`src/rtl/erase_pkg.sv`:
```
package erase_pkg;
    typedef enum logic [2:0] {
        S_IDLE,
        S_DBL,
        S_PADDR,
        S_CMD,
        S_POLL
    } seq_st_e;

    localparam int unsigned OFS_WRCTL = 8;
    localparam int unsigned OFS_CMD   = 12;
    localparam int unsigned OFS_ADDR  = 16;
    localparam int unsigned OFS_STAT  = 28;

    localparam int unsigned CMD_PAGE  = 1;
    localparam int unsigned CMD_LOWER = 4;
    localparam int unsigned CMD_UPPER = 8;
    localparam int unsigned WR_DOUBLE = 1;
    localparam int unsigned BUSY_BIT  = 0;
endpackage

```
`src/rtl/erase_plan.sv`:
```
module erase_plan #(
    parameter int unsigned AW         = 32,
    parameter int unsigned HALF_BYTES = 524288,
    parameter int unsigned MIN_PAGE   = 512
) (
    input  logic [AW-1:0] base_i,
    input  logic [AW-1:0] len_i,
    input  logic [1:0]    sel_i,
    input  logic          mass_ok_i,
    output logic          page_mode_o,
    output logic          big_o,
    output logic          empty_o,
    output logic [AW-1:0] page_bytes_o,
    output logic [AW-1:0] end_o
);
    localparam logic [AW-1:0] HALF_W = AW'(HALF_BYTES);
    localparam logic [AW-1:0] MIN_W  = AW'(MIN_PAGE);

    always_comb begin
        page_mode_o  = (base_i != '0) || !mass_ok_i;
        big_o        = len_i > HALF_W;
        empty_o      = len_i == '0;
        page_bytes_o = MIN_W << sel_i;
        end_o        = base_i + len_i;
    end
endmodule

```
`src/rtl/poll_timer.sv`:
```
module poll_timer #(
    parameter int unsigned LIMIT = 400
) (
    input  logic clk,
    input  logic rst_n,
    input  logic clr_i,
    input  logic bump_i,
    output logic last_o
);
    localparam int unsigned CW = $clog2(LIMIT + 1);
    localparam logic [CW-1:0] LAST_V = CW'(LIMIT - 1);

    logic [CW-1:0] cnt_q, cnt_d;

    always_comb begin
        cnt_d = cnt_q;
        if (clr_i)       cnt_d = '0;
        else if (bump_i) cnt_d = cnt_q + 1'b1;
    end

    always_ff @(posedge clk) begin
        if (!rst_n) cnt_q <= '0;
        else        cnt_q <= cnt_d;
    end

    assign last_o = cnt_q == LAST_V;
endmodule

```
`src/rtl/flash_erase_seq.sv`:
```
module flash_erase_seq
    import erase_pkg::*;
#(
    parameter int unsigned AW         = 32,
    parameter int unsigned DW         = 32,
    parameter logic [31:0] CTRL_BASE  = 32'h4001_0000,
    parameter int unsigned HALF_BYTES = 524288,
    parameter int unsigned POLL_LIMIT = 400,
    parameter int unsigned MIN_PAGE   = 512
) (
    input  logic          clk,
    input  logic          rst_n,
    input  logic          start,
    input  logic [AW-1:0] img_base,
    input  logic [AW-1:0] img_len,
    input  logic [1:0]    page_sel,
    input  logic          has_mass,
    input  logic          dual_word,
    output logic          bus_req,
    output logic          bus_we,
    output logic [AW-1:0] bus_addr,
    output logic [DW-1:0] bus_wdata,
    input  logic [DW-1:0] bus_rdata,
    input  logic          bus_ack,
    output logic          done,
    output logic          err
);
    localparam logic [AW-1:0] BASE_W = AW'(CTRL_BASE);

    typedef struct packed {
        seq_st_e       st;
        logic          page_mode;
        logic          big;
        logic          empty;
        logic          lower_next;
        logic [AW-1:0] cur;
        logic [AW-1:0] pg;
        logic [AW-1:0] stop_a;
        logic [DW-1:0] cmd;
        logic          done;
        logic          err;
    } seq_t;

    seq_t q, d;

    logic          pl_page, pl_big, pl_empty;
    logic [AW-1:0] pl_pg, pl_end;
    logic          tmr_last;
    logic          tmr_clr, tmr_bump;
    logic          busy_seen;

    erase_plan #(.AW(AW), .HALF_BYTES(HALF_BYTES), .MIN_PAGE(MIN_PAGE)) plan_i (
        .base_i      (img_base),
        .len_i       (img_len),
        .sel_i       (page_sel),
        .mass_ok_i   (has_mass),
        .page_mode_o (pl_page),
        .big_o       (pl_big),
        .empty_o     (pl_empty),
        .page_bytes_o(pl_pg),
        .end_o       (pl_end)
    );

    assign busy_seen = bus_rdata[BUSY_BIT];
    assign tmr_clr   = (q.st == S_CMD) && bus_ack;
    assign tmr_bump  = (q.st == S_POLL) && bus_ack && busy_seen;

    poll_timer #(.LIMIT(POLL_LIMIT)) tmr_i (
        .clk   (clk),
        .rst_n (rst_n),
        .clr_i (tmr_clr),
        .bump_i(tmr_bump),
        .last_o(tmr_last)
    );

    // request outputs decoded from registered state
    always_comb begin
        bus_req   = 1'b0;
        bus_we    = 1'b0;
        bus_addr  = BASE_W;
        bus_wdata = '0;
        unique case (q.st)
            S_DBL: begin
                bus_req = 1'b1; bus_we = 1'b1;
                bus_addr = BASE_W + AW'(OFS_WRCTL); bus_wdata = DW'(WR_DOUBLE);
            end
            S_PADDR: begin
                bus_req = 1'b1; bus_we = 1'b1;
                bus_addr = BASE_W + AW'(OFS_ADDR); bus_wdata = DW'(q.cur);
            end
            S_CMD: begin
                bus_req = 1'b1; bus_we = 1'b1;
                bus_addr = BASE_W + AW'(OFS_CMD); bus_wdata = q.cmd;
            end
            S_POLL: begin
                bus_req = 1'b1;
                bus_addr = BASE_W + AW'(OFS_STAT);
            end
            default: ;
        endcase
    end

    always_comb begin
        logic          go, adv, fin;
        logic [AW-1:0] nxt;
        d    = q;
        d.done = 1'b0;
        d.err  = 1'b0;
        go   = 1'b0;
        adv  = 1'b0;
        fin  = 1'b0;
        nxt  = q.cur + q.pg;
        unique case (q.st)
            S_IDLE: if (start) begin
                d.page_mode  = pl_page;
                d.big        = pl_big;
                d.empty      = pl_empty;
                d.pg         = pl_pg;
                d.stop_a     = pl_end;
                d.cur        = img_base;
                d.lower_next = 1'b0;
                if (dual_word) d.st = S_DBL;
                else           go   = 1'b1;
            end
            S_DBL:   if (bus_ack) go = 1'b1;
            S_PADDR: if (bus_ack) begin
                d.cmd = DW'(CMD_PAGE);
                d.st  = S_CMD;
            end
            S_CMD:   if (bus_ack) d.st = S_POLL;
            S_POLL:  if (bus_ack) begin
                if (!busy_seen) adv = 1'b1;
                else if (tmr_last) begin
                    d.st   = S_IDLE;
                    d.done = 1'b1;
                    d.err  = 1'b1;
                end
            end
            default: d.st = S_IDLE;
        endcase

        if (adv) begin
            if (q.page_mode) begin
                if (nxt < q.stop_a) begin
                    d.cur = nxt;
                    d.st  = S_PADDR;
                end else fin = 1'b1;
            end else if (q.lower_next) begin
                d.lower_next = 1'b0;
                d.cmd        = DW'(CMD_LOWER);
                d.st         = S_CMD;
            end else fin = 1'b1;
        end

        if (go) begin
            if (d.page_mode) begin
                if (d.empty) fin = 1'b1;
                else         d.st = S_PADDR;
            end else if (d.big) begin
                d.cmd        = DW'(CMD_UPPER);
                d.lower_next = 1'b1;
                d.st         = S_CMD;
            end else begin
                d.cmd = DW'(CMD_LOWER);
                d.st  = S_CMD;
            end
        end

        if (fin) begin
            d.st   = S_IDLE;
            d.done = 1'b1;
        end
    end

    always_ff @(posedge clk) begin
        if (!rst_n) begin
            q    <= '0;
            q.st <= S_IDLE;
        end else begin
            q <= d;
        end
    end

    assign done = q.done;
    assign err  = q.err;
endmodule

```
`config.mk`:
```
export PLATFORM = sky130hd
export DESIGN_NAME = flash_erase_seq
export DESIGN_NICKNAME = d
export VERILOG_FILES = /design/src/rtl/erase_pkg.sv /design/src/rtl/erase_plan.sv /design/src/rtl/poll_timer.sv /design/src/rtl/flash_erase_seq.sv
export SDC_FILE = /design/constraint.sdc
export NUM_CORES = 1
export LEC_CHECK = 0
export ABC_CLOCK_PERIOD_IN_PS = 4600
export BUFFER_PORTS_ARGS = -buffer_cell sky130_fd_sc_hd__buf_2
export CAP_MARGIN = 20
export CORE_MARGIN = 1.5
export CORE_UTILIZATION = 45
export DETAILED_ROUTE_END_ITERATION = 8
export PLACE_DENSITY = 0.72
export SLEW_MARGIN = 30
export SYNTH_ARGS = -nofsm -noshare
export SYNTH_HDL_FRONTEND = slang
export SYNTH_SLANG_ARGS = --single-unit
```
`constraint.sdc`:
```
create_clock -name clk -period 4.6 [get_ports clk]
set_input_delay 0.46 -clock clk [delete_from_list [all_inputs] [get_ports clk]]
set_output_delay 0.46 -clock clk [all_outputs]
set_load 0.02 [all_outputs]
```
==> implementation parameters, run 1 <==
Parameter                              Value

Run status
  Result of the run ... finished clean

Synthesis
  Multiplexer area fraction after synthesis ... 2.51%
  XOR/XNOR share of the synthesized area ... 5.27%
  Part of the Yosys area used for sequential elements ... 29.6%
  Largest family of logic cells by synthesized area ... simple AND/OR/NAND/NOR gates
  Synth Flop Type ... sky130_fd_sc_hd__dfxtp_1
  Post-Synth Adder-Cell Area ... 11.0%
  Number of warnings issued by yosys ... 0
  Avg Inst Size Synth ... 7.91 um2
  Flop and latch count out of synthesis ... 118
  Number of cells produced by synthesis ... 1008
  Compound-cell area share of the yosys netlist ... 20.1%
  Simple-gate portion of the synthesized area ... 23.8%
  Summed instance area of the synthesized netlist ... 0.00798 mm2
  Post-synth EDFFs ... 0
  Async set-reset flop share out of synthesis ... 0%
  Cell variety after synth ... 67

Layout
  Non-filler cells, final ... 1338
  Number of fillers in the final layout ... 1663
  Final core utilization ... 53.2%
  Area of the multi-input gates ... 0.00513 mm2
  Area growth syn-to-layout ... 15.4%
  Fraction of layout instances using a drive strength above 1 ... 15.3%
  Net count of the finished layout ... 1273
  Diodes inserted ... 0
  Area taken by flip-flops and latches ... 0.00236 mm2
  Non-Filler Cell Area, Final ... 0.00921 mm2

Route
  Number of nets with antenna violations after routing ... 0
  Drt drc ... 0
  Total via count after detailed routing ... 7432
  Starting DRC count in detailed routing ... 370
  Final routed wire length divided by cell count ... 16.1 um
  Number of iterations in the first detailed-routing pass ... 4
  Vias per std cell ... 5.55
  Aggregate routed wire length ... 21500 um

STA
  Final Max Tran Viols ... 0
  Final critical-path share of the clock period ... 90.2%
  Clock tree skew after final layout ... 0.00523 ns
  Worst Setup Slack, final ... 0.450 ns
  Final Hold Vio Count ... 0
  F_max ... 241 MHz
  Headroom to the max-slew limit ... 43.4%
  Tightest Pin Transition ... 0.849 ns
  Period minus WS final ... 4.15 ns
  RSZ-0062 raised after global routing ... false
  Final total negative setup slack ... 0 ns
  Setup violation total in the final timing report ... 0

Global routing
  Gr usage total ... 23.7%
  Congestion Overflow GR ... 0
  First-pass GRT wire length ... 34400 um
  Vias in the first global route ... 6998
  Largest net degree at the start of global routing ... 67
  Antenna violations before repair ... 0

Critical path
  Setup CP Type ... reg -> reg
  Data arrival time of the worst path ... 4.42 ns
  Critical Path Sink Type ... register
  Category of the worst setup path launch point ... register
  Maximum fanout encountered on the critical timing path ... 22
  Data required time of the critical path ... 4.87 ns

Floorplanning
  Number of placed I/O pins ... 172
  Die area ... 0.0185 mm2
  Floorplan core area ... 0.0173 mm2
  Height of the die ... 136 um
  Die W ... 136 um
  Initial standard-cell utilization of the core ... 46.1%
  Number of rows created at floorplan ... 48

Place
  Post-detailed-placement half-perimeter wirelength ... 16000 um
  Worst Setup Slack post-DPL ... 0.224 ns
  Number of port buffers ... 111
  Placed cells ... 1305
  Area of placed instances ... 0.00859 mm2
  Gpl congestion ... 0.911

Clock network
  Clk_lat worst skew ... 0.41 ns
  Num Clock Sinks ... 118
  Clock tree from TritonCTS ... done
  Number of levels the H-tree was split into ... 4
  Clock root buffer ... sky130_fd_sc_hd__clkbuf_16
  Buffer depth of the longest clock path ... 2
  Clock slew at reported path FFs ... 0.05 ns
  TritonCTS buffer count ... 17

Job
  Maxcap violations ... 0

Power
  P_leak ... 4.08 nW
  Highest ir drop seen on vdd ... 0.286 mV
  Power Density ... 400 mW/mm2

Worst hold path
  Worst min-delay path category ... in -> reg
[report_power, final]
part / switching, mW / internal (mW)
Clock: 0.502 / 0.854
Combinational: 0.689 / 0.416
Sequential: 0.0963 / 1.12
Total: 1.29 / 2.39
[registers in the layout, indices dropped and copies added (netlist names)]
register	flops
tmr_i.cnt_q	9
done	1
err	1
q	107
[per-layer routing]
layer | part of all wire (%) | GRT usage (%) | wire, um
met1 | 44 | 28.8 | 9360
met2 | 48 | 41.0 | 10400
met3 | 4.4 | 4.59 | 947
met4 | 3.7 | 9.52 | 792
met5 | 0 | 0 | 0
[final cells by class]
class	instances	area share [%]
timing repair buffer	122	7.07
inverter	47	1.92
multi-input combinational	794	55.7
clock inverter	15	1.96
sequential	118	25.7
tap	225	3.06
clock buffer	17	4.62
[critical path, stage by stage (launching register included)]
cell and delay [ns]:
sky130_fd_sc_hd__dfxtp_1 0.34, sky130_fd_sc_hd__ha_1 0.22, sky130_fd_sc_hd__fa_1 0.42, sky130_fd_sc_hd__a21o_1 0.18
sky130_fd_sc_hd__a21oi_1 0.24, sky130_fd_sc_hd__nand3b_1 0.19, sky130_fd_sc_hd__nor2_1 0.10, sky130_fd_sc_hd__nand4_1 0.12
sky130_fd_sc_hd__xnor2_1 0.18, sky130_fd_sc_hd__ha_1 0.31, sky130_fd_sc_hd__a21oi_1 0.13, sky130_fd_sc_hd__nor2b_1 0.06
sky130_fd_sc_hd__o21ai_0 0.15, sky130_fd_sc_hd__o2111ai_1 0.30, sky130_fd_sc_hd__or3_1 0.48, sky130_fd_sc_hd__o41ai_4 0.09
sky130_fd_sc_hd__buf_12 0.23, sky130_fd_sc_hd__mux2i_1 0.21, sky130_fd_sc_hd__nor2_1 0.05
[cell usage after synthesis, types with 12 or more instances]
cell type	instances	area (um2)
sky130_fd_sc_hd__a21oi_1	71	355
sky130_fd_sc_hd__ha_1	67	838
sky130_fd_sc_hd__nand2_1	157	589
sky130_fd_sc_hd__nand4_1	16	100
sky130_fd_sc_hd__buf_4	29	218
sky130_fd_sc_hd__xor2_1	22	193
sky130_fd_sc_hd__inv_1	45	169
sky130_fd_sc_hd__nor2_1	74	278
sky130_fd_sc_hd__and2_1	33	206
sky130_fd_sc_hd__o21ai_0	21	105
sky130_fd_sc_hd__a22o_1	31	272
sky130_fd_sc_hd__nand3_1	25	125
sky130_fd_sc_hd__nor3_1	12	60.1
sky130_fd_sc_hd__mux2i_1	20	200
sky130_fd_sc_hd__nor4_1	17	106
sky130_fd_sc_hd__a21o_1	30	225
sky130_fd_sc_hd__xnor2_1	26	228
sky130_fd_sc_hd__clkbuf_1	31	116
sky130_fd_sc_hd__dfxtp_1	118	2360
[final timing paths]
kind                                   from  endpoint  slack, ns  depth (start not counted)
worst max register to register       q[107]    q[127]       0.45                         18
worst min register to register        q[56]     q[56]       0.45                          2
worst max-delay path                 q[107]    q[127]       0.45                         18
worst min-delay path            img_base[7]    q[105]       0.33                          3
[cell usage in the layout (no fill, tap or decap), drive strengths merged, types with 4 or more instances in the layout]
cell type	n
nand2b	7
o211ai	7
and3	6
xor2	22
xnor2	26
nor4b	5
o21ai	28
nor2b	7
a21boi	4
or2	6
nand4	16
inv	49
nand3	25
ha	67
a22o	31
nand2	157
nor2	75
a21oi	73
and2	33
a21o	30
a31oi	8
clkbuf	17
nor4	17
o21a	9
buf	122
o2111ai	6
conb	29
a211oi	10
clkinv	7
dfxtp	118
nor3	12
nand3b	9
and4	4
mux2i	20
or3	6
[through the flow]
step	hold slack [ns]	power, mW
floorplan	0.431	2.05
global placement	0.441	2.30
detailed placement	0.443	2.32
CTS	0.318	3.69
global route	0.324	3.89
finish	0.327	3.68
[cell families (layout without fill, tap and decap cells)]
logic type,count (synthesis),in the layout
simple gates,393,393
compound gates,235,235
buf+inv,123,201
flops,118,118
fa+ha+maj,69,69
xor+xnor,48,48
mux,20,20
other cells,2,29
[what timing repair did]
item / 4_1_cts / 5_1_grt
setup endpoints to repair: 0 / 18
hold buffers: 0 / 0
gates resized for setup: 0 / 0
setup buffers: 0 / 1
(Power assumes the default switching activity.)
==> run 2, diff against run 1 <==
--- a/config.mk
+++ b/config.mk
@@ -11,6 +11,7 @@
 export CORE_MARGIN = 1.5
 export CORE_UTILIZATION = 45
 export DETAILED_ROUTE_END_ITERATION = 8
+export GPL_TIMING_DRIVEN = 0
 export PLACE_DENSITY = 0.72
 export SLEW_MARGIN = 30
 export SYNTH_ARGS = -nofsm -noshare
==> run 2 against run 1 <==
  * Final cell count grew 4.9%
  * Register-to-register slack got worse by 0.22 ns
  * Final area increased by 3.3%
  * Total power increased by 1.6%
  * Clock-buffer cell count is 4 higher
  * Fmax is 5.0% lower
  * Sequential power is essentially flat
  * Critical endpoint is now q[116]
  * Largest power group unchanged
==> implementation parameters, run 2 (synthesis results as in run 1) <==
Parameter                              Value

STA
  Final critical-path share of the clock period ... 94.9%
  Final Hold Vio Count ... 0
  Setup violation total in the final timing report ... 0
  Headroom to the max-slew limit ... 42.6%
  Final Max Tran Viols ... 0
  Period minus WS final ... 4.37 ns
  Worst Setup Slack, final ... 0.233 ns
  F_max ... 229 MHz
  RSZ-0062 raised after global routing ... false
  Final total negative setup slack ... 0 ns
  Minimum hold slack ... 0.321 ns
  Clock tree skew after final layout ... 0.00871 ns
  Tightest Pin Transition ... 0.854 ns

Place
  Number of port buffers ... 109
  Area of placed instances ... 0.00890 mm2
  Worst Setup Slack post-DPL ... 0.205 ns
  Post-detailed-placement half-perimeter wirelength ... 18600 um
  Gpl congestion ... 0.929
  Placed cells ... 1369

Clock network
  TritonCTS buffer count ... 17
  Clk_lat worst skew ... 0.42 ns
  Clock tree from TritonCTS ... done
  Number of levels the H-tree was split into ... 4
  Hold-fix buffers, CTS ... 0
  Num Clock Sinks ... 118
  Buffer depth of the longest clock path ... 2
  Clock root buffer ... sky130_fd_sc_hd__clkbuf_16
  Clock slew at reported path FFs ... 0.06 ns

Layout
  Flip-flop count of the largest register, all copies and words added ... 107
  Most frequent standard cell in the layout excluding fill and tap cells ... sky130_fd_sc_hd__nand2_1
  Net count of the finished layout ... 1338
  Area growth syn-to-layout ... 19.3%
  Fraction of layout instances using a drive strength above 1 ... 16.7%
  Non-Filler Cell Area, Final ... 0.00951 mm2
  Non-filler cells, final ... 1403
  Area of the multi-input gates ... 0.00512 mm2
  Area taken by flip-flops and latches ... 0.00236 mm2
  Number of fillers in the final layout ... 1670
  Biggest register ... q
  Diodes inserted ... 0
  Final core utilization ... 55.0%
  Largest registers in the final layout ... q: 107 flops, tmr_i.cnt_q: 9 flops
  Highest-count cells in the layout ignoring fill and taps ... 157 x sky130_fd_sc_hd__nand2_1, 118 x sky130_fd_sc_hd__dfxtp_1, 117 x sky130_fd_sc_hd__buf_2

Route
  Total via count after detailed routing ... 7776
  Vias per std cell ... 5.54
  Number of iterations in the first detailed-routing pass ... 5
  Drt drc ... 0
  Starting DRC count in detailed routing ... 461
  Final routed wire length divided by cell count ... 16.8 um
  Aggregate routed wire length ... 23600 um
  Number of nets with antenna violations after routing ... 0

Critical path
  Data required time of the critical path ... 4.89 ns
  Category of the worst setup path launch point ... register
  Critical Path Sink Type ... register
  Cell family with the largest share of critical-path delay ... compound AO/OA/AOI/OAI gates
  Critical path buffers and inverters ... 1
  Maximum fanout encountered on the critical timing path ... 10
  Data arrival time of the worst path ... 4.66 ns
  Setup CP Type ... reg -> reg
  Critical Path, Cell by Cell ... ha_1, fa_1, a21o_1, a21oi_2, nand3b_1, nor2_1, nand2_1, xnor2_1, ha_1, a21o_1, a21o_1, a21oi_1, o2111ai_1, or3_1, o41ai_4, buf_6, mux2i_1, nor2_1
  Slowest stage delay, CP ... 0.48 ns
  Most common cell type on the critical path ... sky130_fd_sc_hd__a21o_1
  Slowest stage cell, crit path ... sky130_fd_sc_hd__or3_1

Global routing
  Gr usage total ... 25.9%
  Congestion Overflow GR ... 0
  First-pass GRT wire length ... 36800 um
  Antenna violations before repair ... 0
  Largest net degree at the start of global routing ... 17
  Vias in the first global route ... 7257

Floorplanning
  Number of placed I/O pins ... 172
  Number of rows created at floorplan ... 48
  Height of the die ... 136 um
  Die area ... 0.0185 mm2
  Floorplan core area ... 0.0173 mm2
  Die W ... 136 um
  Initial standard-cell utilization of the core ... 46.1%

Worst hold path
  Worst min-delay path category ... in -> reg

Power
  Fraction of power consumed by the clock network ... 35.5%
  Highest ir drop seen on vdd ... 0.305 mV
  Internal power ... 2.40 mW
  Power Density ... 393 mW/mm2
  Sequential share of power ... 32.0%
  Switching fraction of total power ... 35.9%
  Final Total Pwr ... 3.74 mW
  Net Sw Power ... 1.34 mW
  Proportion of power drawn by combinational gates ... 32.5%
  P_leak ... 4.26 nW

Job
  Maxcap violations ... 0

Run status
  Result of the run ... finished clean
==> run 2: cell types whose count changed in the layout (fill, tap and decap cells not counted), sizes merged <==
| cell | previous run | this run |
|---|---|---|
| bufinv | 3 | 2 |
| inv | 49 | 48 |
| buf | 122 | 156 |
| clkinv | 7 | 5 |
| clkbuf | 17 | 52 |
==> run 2: power by group through the flow <==
stage / Combinational, mW / Clock (mW) / Sequential (mW)
3_5_place_dp: 1.18 / 0 / 1.22
4_1_cts: 1.20 / 1.33 / 1.19
2_1_floorplan: 0.853 / 0 / 1.19
6_report: 1.22 / 1.33 / 1.20
3_3_place_gp: 1.17 / 0 / 1.21
5_1_grt: 1.34 / 1.38 / 1.21
==> run 2: routing by layer <==
layer / wire, um / track usage, % / up-vias
met5: 0 / 0 / -
met4: 690 / 8.45 / 0
met3: 1540 / 6.75 / 57
met2: 11100 / 43.1 / 251
met1: 10300 / 32.5 / 3650
li1: - / - / 3818
==> run 2: path summary, 6_finish.rpt <==
| path | from | to | slack (ns) | cells after the start |
|---|---|---|---|---|
| setup reg to reg | q[107] | q[116] | 0.23 | 18 |
| hold / removal | img_base[0] | q[98] | 0.32 | 3 |
| setup / recovery | q[107] | q[116] | 0.23 | 18 |
| hold reg to reg | q[56] | q[56] | 0.45 | 2 |
==> run 2: timing repair <==
item,CTS,global route
endpoints found under the setup margin,0,12
buffers inserted,0,2
resized for setup,0,2
==> run 2: final cells by class <==
cell class / count / share of cell area, %
inverter: 47 / 1.85
multi-input combinational: 794 / 53.8
buffer: 76 / 4.49
timing repair buffer: 111 / 5.89
clock inverter: 11 / 1.30
clock buffer: 21 / 4.84
sequential: 118 / 24.8
tap: 225 / 2.96
==> run 2: tightest hold or removal path, cell delays in order <==
cell                      delay, ns
sky130_fd_sc_hd__buf_2         0.13
sky130_fd_sc_hd__nand2_1       0.06
sky130_fd_sc_hd__a21oi_1       0.05
